### src/rtl/dec_pkg.sv
// Shared constants for the directory entry cache.
// Assumes exactly two ways, so one bit names a way and one bit tracks recency.
package dec_pkg;
    localparam int NUM_WAYS = 2;
    typedef logic way_idx_t;
endpackage

### src/rtl/dec_cfg.sv
// Enable register of the directory entry cache.
// Loads its state from one bit of a configuration write; cleared by reset.
module dec_cfg #(
    parameter int CFG_W  = 8,
    parameter int EN_BIT = 4
) (
    input  logic             clk,
    input  logic             rst_n,
    input  logic             cfg_we,
    input  logic [CFG_W-1:0] cfg_wdata,
    output logic             en
);
    // Hold the enable bit; reset leaves the cache off.
    always_ff @(posedge clk) begin
        if (!rst_n)      en <= 1'b0;
        else if (cfg_we) en <= cfg_wdata[EN_BIT];
    end

    p_en_load_r2: assert property (@(posedge clk) disable iff (!rst_n)
        cfg_we |=> en == $past(cfg_wdata[EN_BIT]));
    p_en_hold_r2: assert property (@(posedge clk) disable iff (!rst_n)
        !cfg_we |=> $stable(en));
endmodule

### src/rtl/dec_way.sv
// One entry of the directory entry cache: valid bit, tag, stored entry.
// Assumes the caller never asserts wr_en or upd_en together with clr.
module dec_way #(
    parameter int TAG_W  = 10,
    parameter int DATA_W = 32
) (
    input  logic              clk,
    input  logic              rst_n,
    input  logic              clr,
    input  logic              wr_en,
    input  logic [TAG_W-1:0]  wr_tag,
    input  logic [DATA_W-1:0] wr_data,
    input  logic              upd_en,
    input  logic [DATA_W-1:0] upd_data,
    output logic              valid,
    output logic [TAG_W-1:0]  tag,
    output logic [DATA_W-1:0] data
);
    // Valid flag: cleared on reset or invalidate, set by an allocation.
    always_ff @(posedge clk) begin
        if (!rst_n || clr) valid <= 1'b0;
        else if (wr_en)    valid <= 1'b1;
    end

    // Tag and data: a fill writes both, a write-back refreshes data only.
    always_ff @(posedge clk) begin
        if (!rst_n) begin
            tag  <= '0;
            data <= '0;
        end else if (wr_en) begin
            tag  <= wr_tag;
            data <= wr_data;
        end else if (upd_en) begin
            data <= upd_data;
        end
    end

    p_fill_lands_r5: assert property (@(posedge clk) disable iff (!rst_n)
        (wr_en && !clr) |=> valid && tag == $past(wr_tag) && data == $past(wr_data));
    p_upd_data_r9: assert property (@(posedge clk) disable iff (!rst_n)
        (upd_en && !wr_en && !clr) |=> data == $past(upd_data) && $stable(tag) && $stable(valid));
    p_clear_r8: assert property (@(posedge clk) disable iff (!rst_n)
        clr |=> !valid);
endmodule

### src/rtl/dec_lru.sv
// Recency tracker for two ways: one bit naming the least recently used way.
// Assumes touch_way is the way just used; the other way becomes the victim.
module dec_lru
    import dec_pkg::*;
(
    input  logic     clk,
    input  logic     rst_n,
    input  logic     touch_en,
    input  way_idx_t touch_way,
    output way_idx_t lru
);
    // Point at the way not touched most recently.
    always_ff @(posedge clk) begin
        if (!rst_n)        lru <= 1'b0;
        else if (touch_en) lru <= ~touch_way;
    end

    p_lru_away_r6: assert property (@(posedge clk) disable iff (!rst_n)
        touch_en |=> lru != $past(touch_way));
    p_lru_hold_r6: assert property (@(posedge clk) disable iff (!rst_n)
        !touch_en |=> $stable(lru));
endmodule

### src/rtl/dir_entry_cache.sv
// Two-entry cache of directory entries for a page-table walker.
// Lookup is combinational on linear bits [ADDR_W-1:TAG_LSB]; fills, accessed-flag
// write-backs and invalidations take effect at the next clock edge.
// Assumes the walker fills only with entries it has just read from memory.
module dir_entry_cache
    import dec_pkg::*;
#(
    parameter int ADDR_W  = 32,
    parameter int TAG_LSB = 22,
    parameter int DATA_W  = 32,
    parameter int CFG_W   = 8,
    parameter int EN_BIT  = 4
) (
    input  logic              clk,
    input  logic              rst_n,
    input  logic              cfg_we,
    input  logic [CFG_W-1:0]  cfg_wdata,
    input  logic              dirbase_wr,
    input  logic              tlb_flush,
    input  logic              lk_req,
    input  logic [ADDR_W-1:0] lk_addr,
    output logic              lk_hit,
    output logic [DATA_W-1:0] lk_entry,
    input  logic              fill_req,
    input  logic [ADDR_W-1:0] fill_addr,
    input  logic [DATA_W-1:0] fill_entry,
    input  logic              acc_upd,
    input  logic [ADDR_W-1:0] acc_addr,
    input  logic [DATA_W-1:0] acc_entry
);
    localparam int TAG_W = ADDR_W - TAG_LSB;

    logic                en;
    logic                inval;
    logic                fill_go;
    logic                acc_go;
    logic [TAG_W-1:0]    lk_tag, fill_tag, acc_tag;
    logic [NUM_WAYS-1:0] way_v;
    logic [TAG_W-1:0]    way_tag  [NUM_WAYS];
    logic [DATA_W-1:0]   way_data [NUM_WAYS];
    logic [NUM_WAYS-1:0] lk_match, fill_match, acc_match;
    logic [NUM_WAYS-1:0] fill_sel, upd_sel;
    way_idx_t            lru, victim, hit_way;

    assign lk_tag   = lk_addr[ADDR_W-1:TAG_LSB];
    assign fill_tag = fill_addr[ADDR_W-1:TAG_LSB];
    assign acc_tag  = acc_addr[ADDR_W-1:TAG_LSB];

    dec_cfg #(.CFG_W(CFG_W), .EN_BIT(EN_BIT)) u_cfg (
        .clk(clk), .rst_n(rst_n), .cfg_we(cfg_we), .cfg_wdata(cfg_wdata), .en(en)
    );

    // Disabling counts as invalidation so re-enabling starts empty.
    assign inval   = dirbase_wr || tlb_flush || !en;
    assign fill_go = fill_req && !inval;
    assign acc_go  = acc_upd && !inval;

    for (genvar w = 0; w < NUM_WAYS; w++) begin : g_way
        // Tag compares for the three address inputs.
        always_comb begin
            lk_match[w]   = way_v[w] && (way_tag[w] == lk_tag);
            fill_match[w] = way_v[w] && (way_tag[w] == fill_tag);
            acc_match[w]  = way_v[w] && (way_tag[w] == acc_tag);
            fill_sel[w]   = fill_go && (victim == way_idx_t'(w));
            upd_sel[w]    = acc_go && acc_match[w];
        end

        dec_way #(.TAG_W(TAG_W), .DATA_W(DATA_W)) u_way (
            .clk(clk), .rst_n(rst_n), .clr(inval),
            .wr_en(fill_sel[w]), .wr_tag(fill_tag), .wr_data(fill_entry),
            .upd_en(upd_sel[w]), .upd_data(acc_entry),
            .valid(way_v[w]), .tag(way_tag[w]), .data(way_data[w])
        );
    end

    // Victim: a way already holding the tag, else the lowest empty way, else the LRU way.
    always_comb begin
        victim = lru;
        for (int w = NUM_WAYS - 1; w >= 0; w--) begin
            if (!way_v[w]) victim = way_idx_t'(w);
        end
        for (int w = 0; w < NUM_WAYS; w++) begin
            if (fill_match[w]) victim = way_idx_t'(w);
        end
    end

    // Lookup result: hit flag, hit way and the selected entry (zero on a miss).
    always_comb begin
        lk_hit   = en && lk_req && (|lk_match);
        hit_way  = 1'b0;
        lk_entry = '0;
        for (int w = 0; w < NUM_WAYS; w++) begin
            if (lk_match[w]) hit_way = way_idx_t'(w);
            if (lk_hit && lk_match[w]) lk_entry = lk_entry | way_data[w];
        end
    end

    dec_lru u_lru (
        .clk(clk), .rst_n(rst_n),
        .touch_en(fill_go || (lk_hit && !inval)),
        .touch_way(fill_go ? victim : hit_way),
        .lru(lru)
    );

    p_off_miss_r3: assert property (@(posedge clk) disable iff (!rst_n)
        !en |-> !lk_hit);
    p_miss_zero_r10: assert property (@(posedge clk) disable iff (!rst_n)
        !lk_hit |-> lk_entry == '0);
    p_single_match_r7: assert property (@(posedge clk) disable iff (!rst_n)
        $onehot0(lk_match));
    p_inval_empties_r8: assert property (@(posedge clk) disable iff (!rst_n)
        (dirbase_wr || tlb_flush) |=> way_v == '0);
endmodule

### config.mk
export PLATFORM = sky130hd
export DESIGN_NAME = dir_entry_cache
export DESIGN_NICKNAME = d
export VERILOG_FILES = /design/src/rtl/dec_pkg.sv /design/src/rtl/dec_cfg.sv /design/src/rtl/dec_way.sv /design/src/rtl/dec_lru.sv /design/src/rtl/dir_entry_cache.sv
export SDC_FILE = /design/constraint.sdc
export NUM_CORES = 1
export LEC_CHECK = 0
export BUFFER_PORTS_ARGS = -buffer_cell sky130_fd_sc_hd__buf_2
export CAP_MARGIN = 0
export CELL_PAD_IN_SITES_DETAIL_PLACEMENT = 0
export CELL_PAD_IN_SITES_GLOBAL_PLACEMENT = 2
export CORE_ASPECT_RATIO = 0.6
export CORE_MARGIN = 2
export CORE_UTILIZATION = 30
export CTS_CLUSTER_SIZE = 8
export DETAILED_ROUTE_END_ITERATION = 12
export PLACE_DENSITY_LB_ADDON = 0.1
export REMOVE_ABC_BUFFERS = 1
export SYNTH_ARGS = -nofsm -noshare
export SYNTH_HDL_FRONTEND = slang
export SYNTH_SLANG_ARGS = --single-unit
### constraint.sdc
create_clock -name clk -period 5.2 [get_ports clk]
set_clock_uncertainty 0.15 [all_clocks]
set_input_delay 0 -clock clk [delete_from_list [all_inputs] [get_ports clk]]
set_output_delay 0 -clock clk [all_outputs]
set_load 0.01 [all_outputs]
# ---- Word-level counts from Yosys, hierarchy flattened
# Index checks and enable logic that the tools add are counted.
dict set report classes {
  eq_ne 6
  mux 12
  n_bitwise 3
  n_reduce_logical 27
}
# op n
set ops {}
lappend ops {{$mux W32} 6}
lappend ops {{$eq A10 B10 Y1} 6}
lappend ops {{$or A32 B32 Y32} 1}
lappend ops {{$logic_and A1 B1 Y1} 17}
lappend ops {{$mux W1} 6}
lappend ops {{$logic_or A1 B1 Y1} 4}
lappend ops {{$reduce_bool A2 Y1} 2}
lappend ops {{$logic_not A1 Y1} 3}
lappend ops {{$not A1 Y1} 2}
lappend ops {{$reduce_or A2 Y1} 1}
dict set report word_totals {
  reg_bits 88
  inputBits 176
  output_inout_bits 33
  elab_cells 56
}

# ---- Depth between registers and ports, before layout
# Gate-level depths: netlist (run 1).
dict set report depth {
  word_depth 8
  depth_mapped 7
  depth_no_buf 5
}

# ---- Modules after synthesis
# From an unflattened synthesis (run 1), not the netlist that was laid out.
dict set report unflattened {
  cells_unflattened 500
  hier_area_um2 5522.8
}
# mod instances cells_each area_each_um2 seq_area_each_um2
set modules_own_cells {}
lappend modules_own_cells {dec_way 2 178 2168.3 860.8}
lappend modules_own_cells {dir_entry_cache 1 138 1116.1 0.0}
lappend modules_own_cells {dec_cfg 1 3 36.3 20.0}
lappend modules_own_cells {dec_lru 1 3 33.8 20.0}

# ---- Worst setup path after synthesis (run 1)
# OpenSTA, ideal clock, no wires.
dict set report synth_timing {
  path_kind {flip-flop to flip-flop}
  start {reg g_way[1].u_way.tag[9]}
  end {reg g_way[1].u_way.tag[0]}
  setup_ns 0.072
  arrival_time_ns 1.816
  t_required_ns 4.978
  path_slack_ns 3.162
  path_stages_with_launch 8
  path_buffers 2
  synth_period_minus_slack_ns 2.038
  cell_sequence {dfxtp_1 xnor2_1 nand4_1 or3_1 buf_2 a21oi_1 buf_2 mux2i_1}
}
dict set report synth_between {
  elab_chain_cells 4
}
# element line_no
set synth_lines {}
lappend synth_lines {{start: declaration} dec_way.sv:16} ;# output logic [TAG_W-1:0] tag,
lappend synth_lines {{start signal: assignment} dec_way.sv:31} ;# tag <= wr_tag;
lappend synth_lines {{$eq A10 B10 Y1} dir_entry_cache.sv:62} ;# fill_match[w] = way_v[w] && (way_tag[w] == fill_tag);
lappend synth_lines {{$logic_and A1 B1 Y1} dir_entry_cache.sv:62}
lappend synth_lines {{$mux W1} dir_entry_cache.sv:83} ;# if (fill_match[w]) victim = way_idx_t'(w);
lappend synth_lines {{$logic_and A1 B1 Y1} dir_entry_cache.sv:64} ;# fill_sel[w] = fill_go && (victim == way_idx_t'(w));
# Every way passes these cells.
# A chain may end at the register's enable or synchronous reset.

# ---- Worst setup path after layout (run 1)
dict set report layout_timing {
  start {reg g_way[1].u_way.tag[7]}
  end {reg g_way[1].u_way.data[18]}
}
dict set report layout_between {
  elab_chain_cells 5
  word_cells_on_any_way 9
  cone_classes {eq/ne (2); mux (2); reduce/logical (5)}
}
# element line_no
set layout_lines {}
lappend layout_lines {{$eq A10 B10 Y1} dir_entry_cache.sv:62}
lappend layout_lines {{$logic_and A1 B1 Y1} dir_entry_cache.sv:62}
lappend layout_lines {{$mux W1} dir_entry_cache.sv:83}
lappend layout_lines {{$logic_and A1 B1 Y1} dir_entry_cache.sv:64}
lappend layout_lines {{$mux W32 or $reduce_bool A2 Y1 (tied branches)} -}
lappend layout_lines {{end signal: assignment} dec_way.sv:32} ;# data <= wr_data;
lappend layout_lines {{end signal: assignment} dec_way.sv:34} ;# data <= upd_data;
lappend layout_lines {{end: declaration} dec_way.sv:17} ;# output logic [DATA_W-1:0] data
# Several ways; a longest one is shown, not always the timed one.

==> results.json, run 1 <==
{
  "final_core_util_pct": 44.73,
  "insertion_delay_ns": 0.34,
  "drv_slew": 0,
  "grt_pass1_wl_mm": 30.22,
  "grt_use_total_pct": 21.73,
  "clkSlewWorstSetupHoldPaths_ns": 0.07,
  "dieHeight_um": 104.6,
  "cts_sinks": 88,
  "cts_buffers": 9,
  "layout.cells.non_filler": 985,
  "timing.final.setup_violations": 0,
  "numPortBuffers": 135,
  "overflow": 0,
  "die-area_um2": 17940,
  "required_ns": 5.33,
  "synth_edf_count": 0,
  "start_util_pct": 30.92,
  "start_kind": "flip-flop",
  "wirelength_mm": 19.31,
  "ir_worst_vdd_uv": 113.8,
  "fmaxAchievable_mhz": 286.5,
  "synth.most_common_cell": "a211oi_1",
  "syn_area_um2": 5056,
  "yosysWarnings": 0,
  "netlist.top_cell.by_area": "dfxtp_1",
  "worstSetupPathType": "reg -> reg",
  "num-nets-final": 927,
  "end_kind": "flip-flop",
  "fin_hold_ws_ns": -0.002440,
  "coreArea_um2": 16350,
  "violations": "negative hold slack",
  "ant_nets": 0,
  "io_pins": 209,
  "p_sw_share_pct": 23.99,
  "syn_inst": 533,
  "rows": 36,
  "ctsRootBufferMaster": "clkbuf_16",
  "first_pass_iters": 5,
  "cts_max_level": 3,
  "power_switching_mw": 0.3670,
  "cts_resized": 0,
  "vias": 5106,
  "drc_errors": 0,
  "finalHoldViolCount": 2,
  "synth_top_flop_cell": "dfxtp_1",
  "status": "finished with violations",
  "finalSetupTns_ns": 0,
  "grt_start_max_net_pins": 60,
  "async_flop_share_pct": 0,
  "cts_tree": "yes",
  "gp_congestion": 0.8708,
  "comb_power_share_pct": 11.6,
  "crit_fanout": 34,
  "fillerInstances": 1629,
  "leakagePower_nw": 2.637,
  "p_seq_share_pct": 44.7,
  "dp_hpwl_mm": 11.94,
  "arrival_ns": 3.62,
  "avgSynthCellArea_um2": 9.486,
  "dp_slack_ns": 2.156,
  "tightest_slew_ns": 1.072,
  "cts_buffer_depth": 2,
  "drive_gt1_share_pct": 23.15,
  "wl_per_cell_um": 19.61,
  "route.detailed.vias_per_inst": 5.184,
  "ys_ff_latch": 88,
  "synth_cell_type_count": 39,
  "drt_iter0_drc": 288,
  "p_per_area_nw_per_um2": 209.1,
  "p_int_mw": 1.163,
  "syn2layout_area_growth_pct": 44.64,
  "dp_cells": 855,
  "die_width_um": 171.6,
  "synth_common_cells": "94 x a211oi_1, 88 x dfxtp_1, 75 x mux2i_1",
  "yosys-top-cells-area": "dfxtp_1 35%, mux2i_1 15%, a211oi_1 14%",
  "finalWorstSetupSlack_ns": 1.710,
  "synth_top_area_share_pct": 34.84,
  "max_cap_viol_count": 0,
  "hold_class": "in -> reg",
  "min_period_over_period_pct": 67.11,
  "antenna_found_initial": 1,
  "yosysSeqAreaShare_pct": 34.84,
  "slew_headroom_pct": 28.56,
  "min_period_ns": 3.490,
  "grt_pass1_vias": 5355,
  "clockPowerShare_pct": 43.8,
  "rsz0062_at_grt": "false"
}
==> power by group through the flow <==
| stage | Sequential (mW) | Clock [mW] | Combinational, mW |
|---|---|---|---|
| global placement | 0.698 | 0 | 0.124 |
| global route | 0.683 | 0.712 | 0.192 |
| CTS | 0.683 | 0.683 | 0.176 |
| detailed placement | 0.699 | 0 | 0.125 |
| finish | 0.683 | 0.669 | 0.177 |
| floorplan | 0.697 | 0 | 0.0472 |
==> cells by family (layout without fill, tap and decap cells) <==
| logic type | Yosys count | after routing | share of synthesized area, % |
|---|---|---|---|
| multiplexers | 75 | 75 | 14.85 |
| flip-flops | 88 | 88 | 34.84 |
| other | 0 | 1 | 0 |
| XOR/XNOR | 60 | 60 | 10.39 |
| AO/OA/AOI/OAI | 160 | 160 | 24.25 |
| AND/OR/NAND/NOR | 98 | 98 | 10.86 |
| buffers and inverters | 52 | 275 | 4.801 |
==> critical path, stage by stage, from the launching register on <==
cell	delay [ns]
dfxtp_1	0.38
xnor2_1	0.40
nand4_1	0.24
or3_1	0.35
buf_4	0.27
a21o_1	0.43
buf_4	0.33
a211oi_1	0.26
dlygate4sd3_1	0.59
==> worst paths after layout <==
path                                            start                      end  slack (ns)  cells past startpoint
worst max-delay path            g_way[1].u_way.tag[7]  g_way[1].u_way.data[18]        1.71                      8
worst min-delay path                            rst_n    g_way[1].u_way.tag[3]      -0.002                      3
worst max register to register  g_way[1].u_way.tag[7]  g_way[1].u_way.data[18]        1.71                      8
worst min register to register              u_lru.lru                u_lru.lru        0.35                      1
==> layout make-up <==
cell class | count | area, µm² | area share [%]
clock buffer | 12 | 246.5 | 3.370
inverter | 1 | 3.754 | 0.05133
sequential | 88 | 1762 | 24.09
antenna | 1 | 2.502 | 0.03422
timing repair buffer | 258 | 1882 | 25.73
clock inverter | 4 | 53.80 | 0.7357
multi-input combinational | 393 | 3078 | 42.09
tap | 228 | 285.3 | 3.901
==> sequential cells by signal, indices dropped and copies added (netlist names) <==
name               cells
g_way.u_way.tag       20
g_way.u_way.data      64
g_way.u_way.valid      2
u_lru.lru              1
u_cfg.en               1
==> layout by cell type (no fill, tap or decap), types with 11 or more instances in the layout <==
cell,netlist,final
a211oi_1,94,94
a21oi_1,12,11
a22o_1,32,32
buf_2,2,135
dfxtp_1,88,88
dlygate4sd3_1,0,113
mux2i_1,75,75
nand2_1,26,25
nand3_1,14,14
nor3_1,34,34
xnor2_1,50,50
==> per-layer routing <==
layer,track usage (%),part of all wire (%),wire (µm),vias up
li1,-,-,-,2468
met3,4.091,7.1,1366,13
met5,0,0,0,-
met4,3.571,0.69,134,0
met2,32.90,43,8220,157
met1,32.24,50,9591,2468
==> timing repair <==
action	CTS	global route
endpoints found under the hold margin	86	0
hold buffers	113	0
setup buffers	0	0
==> stage by stage <==
| step | hold slack [ns] | instance area [µm²] | total power, mW |
|---|---|---|---|
| 4_1_cts | 0.0003167 | 7311 | 1.543 |
| 3_3_place_gp | 0.1090 | 5879 | 0.8226 |
| 3_5_place_dp | 0.1252 | 5879 | 0.8239 |
| 5_1_grt | 0.01699 | 7313 | 1.588 |
| 6_report | -0.002440 | 7313 | 1.529 |
| 2_1_floorplan | -0.007874 | 4817 | 0.7447 |
No activity file was read; power rests on OpenSTA's default activity.
==> run 2: changes to the inputs <==
- CORE_UTILIZATION: 30 -> 25
- clock period: 5.2 -> 3.14 ns (I/O delays scaled with it)
==> results.json, run 2 (synthesis results as in run 1) <==
{
  "largest_reg_flops": 64,
  "grt_use_total_pct": 19.12,
  "finalWorstSetupSlack_ns": 0.05403,
  "regMostFlops": "g_way.u_way.data",
  "p_seq_share_pct": 46.0,
  "startpoint": "g_way[1].u_way.tag[7]",
  "dp_hpwl_mm": 12.92,
  "dieHeight_um": 114.2,
  "critPathMaxStageDelay_ns": 0.60,
  "insertion_delay_ns": 0.34,
  "worstHoldStart": "rst_n",
  "drv_slew": 0,
  "drive_gt1_share_pct": 25.26,
  "min_period_over_period_pct": 98.28,
  "end_kind": "flip-flop",
  "ctsRootBufferMaster": "clkbuf_16",
  "grt_start_max_net_pins": 44,
  "drt_iter0_drc": 256,
  "slew_headroom_pct": 28.51,
  "coreArea_um2": 19920,
  "required_ns": 3.27,
  "start_kind": "flip-flop",
  "tightest_slew_ns": 1.072,
  "hold_class": "in -> reg",
  "drc_errors": 0,
  "timing.final.setup_violations": 0,
  "min_period_ns": 3.086,
  "max_cap_viol_count": 0,
  "ir_worst_vdd_uv": 214.8,
  "p_sw_share_pct": 25.81,
  "antenna_found_initial": 0,
  "cp_slowest_cell": "dlygate4sd3_1",
  "finalHoldViolCount": 0,
  "start_util_pct": 25.38,
  "syn2layout_area_growth_pct": 46.62,
  "rsz0062_at_grt": "false",
  "cts_max_level": 3,
  "final_core_util_pct": 37.22,
  "critPathMostFrequentCell": "buf_4",
  "fmaxAchievable_mhz": 324.0,
  "leakagePower_nw": 2.659,
  "clkSlewWorstSetupHoldPaths_ns": 0.07,
  "p_int_mw": 1.826,
  "die-area_um2": 21410,
  "rr_startpoint": "g_way[1].u_way.tag[7]",
  "hold_depth": 4,
  "power_switching_mw": 0.6352,
  "wl_per_cell_um": 19.74,
  "arrival_ns": 3.22,
  "crit_chain": "xnor2_2, nand4_1, or3_1, buf_4, a21o_1, buf_4, a211oi_1, dlygate4sd3_1",
  "fin_hold_ws_ns": 0.007817,
  "io_pins": 209,
  "num-nets-final": 931,
  "gp_congestion": 0.7659,
  "first_pass_iters": 4,
  "cts_buffer_depth": 2,
  "status": "finished clean",
  "worstSetupPathType": "reg -> reg",
  "grt_pass1_vias": 5302,
  "final_common_cell": "buf_2",
  "layout_common_cells": "135 x buf_2, 107 x dlygate4sd3_1, 94 x a211oi_1, 83 x dfxtp_1, 75 x mux2i_1",
  "r2r_cells": 8,
  "dp_slack_ns": 0.5235,
  "die_width_um": 187.6,
  "reg_top3": "g_way.u_way.data: 64 flops, g_way.u_way.tag: 20 flops, g_way.u_way.valid: 2 flops",
  "ant_nets": 0,
  "finalSetupTns_ns": 0,
  "fillerInstances": 2088,
  "numPortBuffers": 135,
  "antennaDiodeCount": 0,
  "power_mw": 2.461,
  "clockPowerShare_pct": 41.8,
  "p_per_area_nw_per_um2": 332.0,
  "rows": 40,
  "cts_buffers": 9,
  "cts_sinks": 88,
  "crit_fanout": 32,
  "overflow": 0,
  "comb_power_share_pct": 12.2,
  "grt_pass1_wl_mm": 31.48,
  "route.detailed.vias_per_inst": 4.954,
  "cts_tree": "yes",
  "vias": 5117,
  "wirelength_mm": 20.39
}
-- run 2: power by group through the flow --
stage	logic [mW]	registers (mW)	clock network (mW)
6_report	0.300	1.13	1.03
5_1_grt	0.323	1.13	1.12
4_1_cts	0.297	1.13	1.07
3_5_place_dp	0.214	1.16	0
3_3_place_gp	0.211	1.16	0
2_1_floorplan	0.0781	1.16	0
-- run 2: critical path, delay by kind of cell, from the launching register on --
kind	cells	cell delay, ns
flops	1	0.37
buf+inv	3	1.09
simple gates	2	0.63
compound gates	2	0.48
xor+xnor	1	0.29
-- run 2: final cells by class --
class | instances | area [µm²] | area share (%)
inverters | 1 | 3.754 | 0.05063
clock buffers | 10 | 229.0 | 3.089
clock inverters | 6 | 45.04 | 0.6076
well taps | 273 | 341.6 | 4.608
repair buffers | 262 | 1934 | 26.09
flip-flops and latches | 88 | 1768 | 23.85
multi-input cells | 393 | 3092 | 41.70
-- run 2: final timing paths --
| kind | endpoint | slack (ns) |
|---|---|---|
| worst max-delay path | g_way[1].u_way.data[18] | 0.05 |
| worst min-delay path | g_way[1].u_way.tag[1] | 0.008 |
| worst max register to register | g_way[1].u_way.data[18] | 0.05 |
| worst min register to register | g_way[1].u_way.tag[3] | 0.36 |
-- run 2: repair_timing --
item	in CTS	in global routing
gates resized for setup	0	8
setup buffers	0	1
hold buffers	107	0
setup endpoints to repair	0	17
hold endpoints to repair	87	0
-- run 2: routing by layer --
metal	global-route usage [%]	part of all wire (%)	wire length [µm]	up-vias
li1	-	-	-	2469
met1	27.73	53	10710	2522
met2	29.38	42	8617	120
met3	4.015	4.8	969	6
met4	3.517	0.43	88	0
met5	0	0	0	-
-- run 2: metrics by stage --
| step | area, µm² | std cells |
|---|---|---|
| final | 7413 | 1033 |
| after global routing | 7413 | 1033 |
| after floorplan | 4817 | 482 |
| after CTS | 7380 | 1032 |
| after detailed placement | 6035 | 909 |
| after global placement | 6035 | 909 |
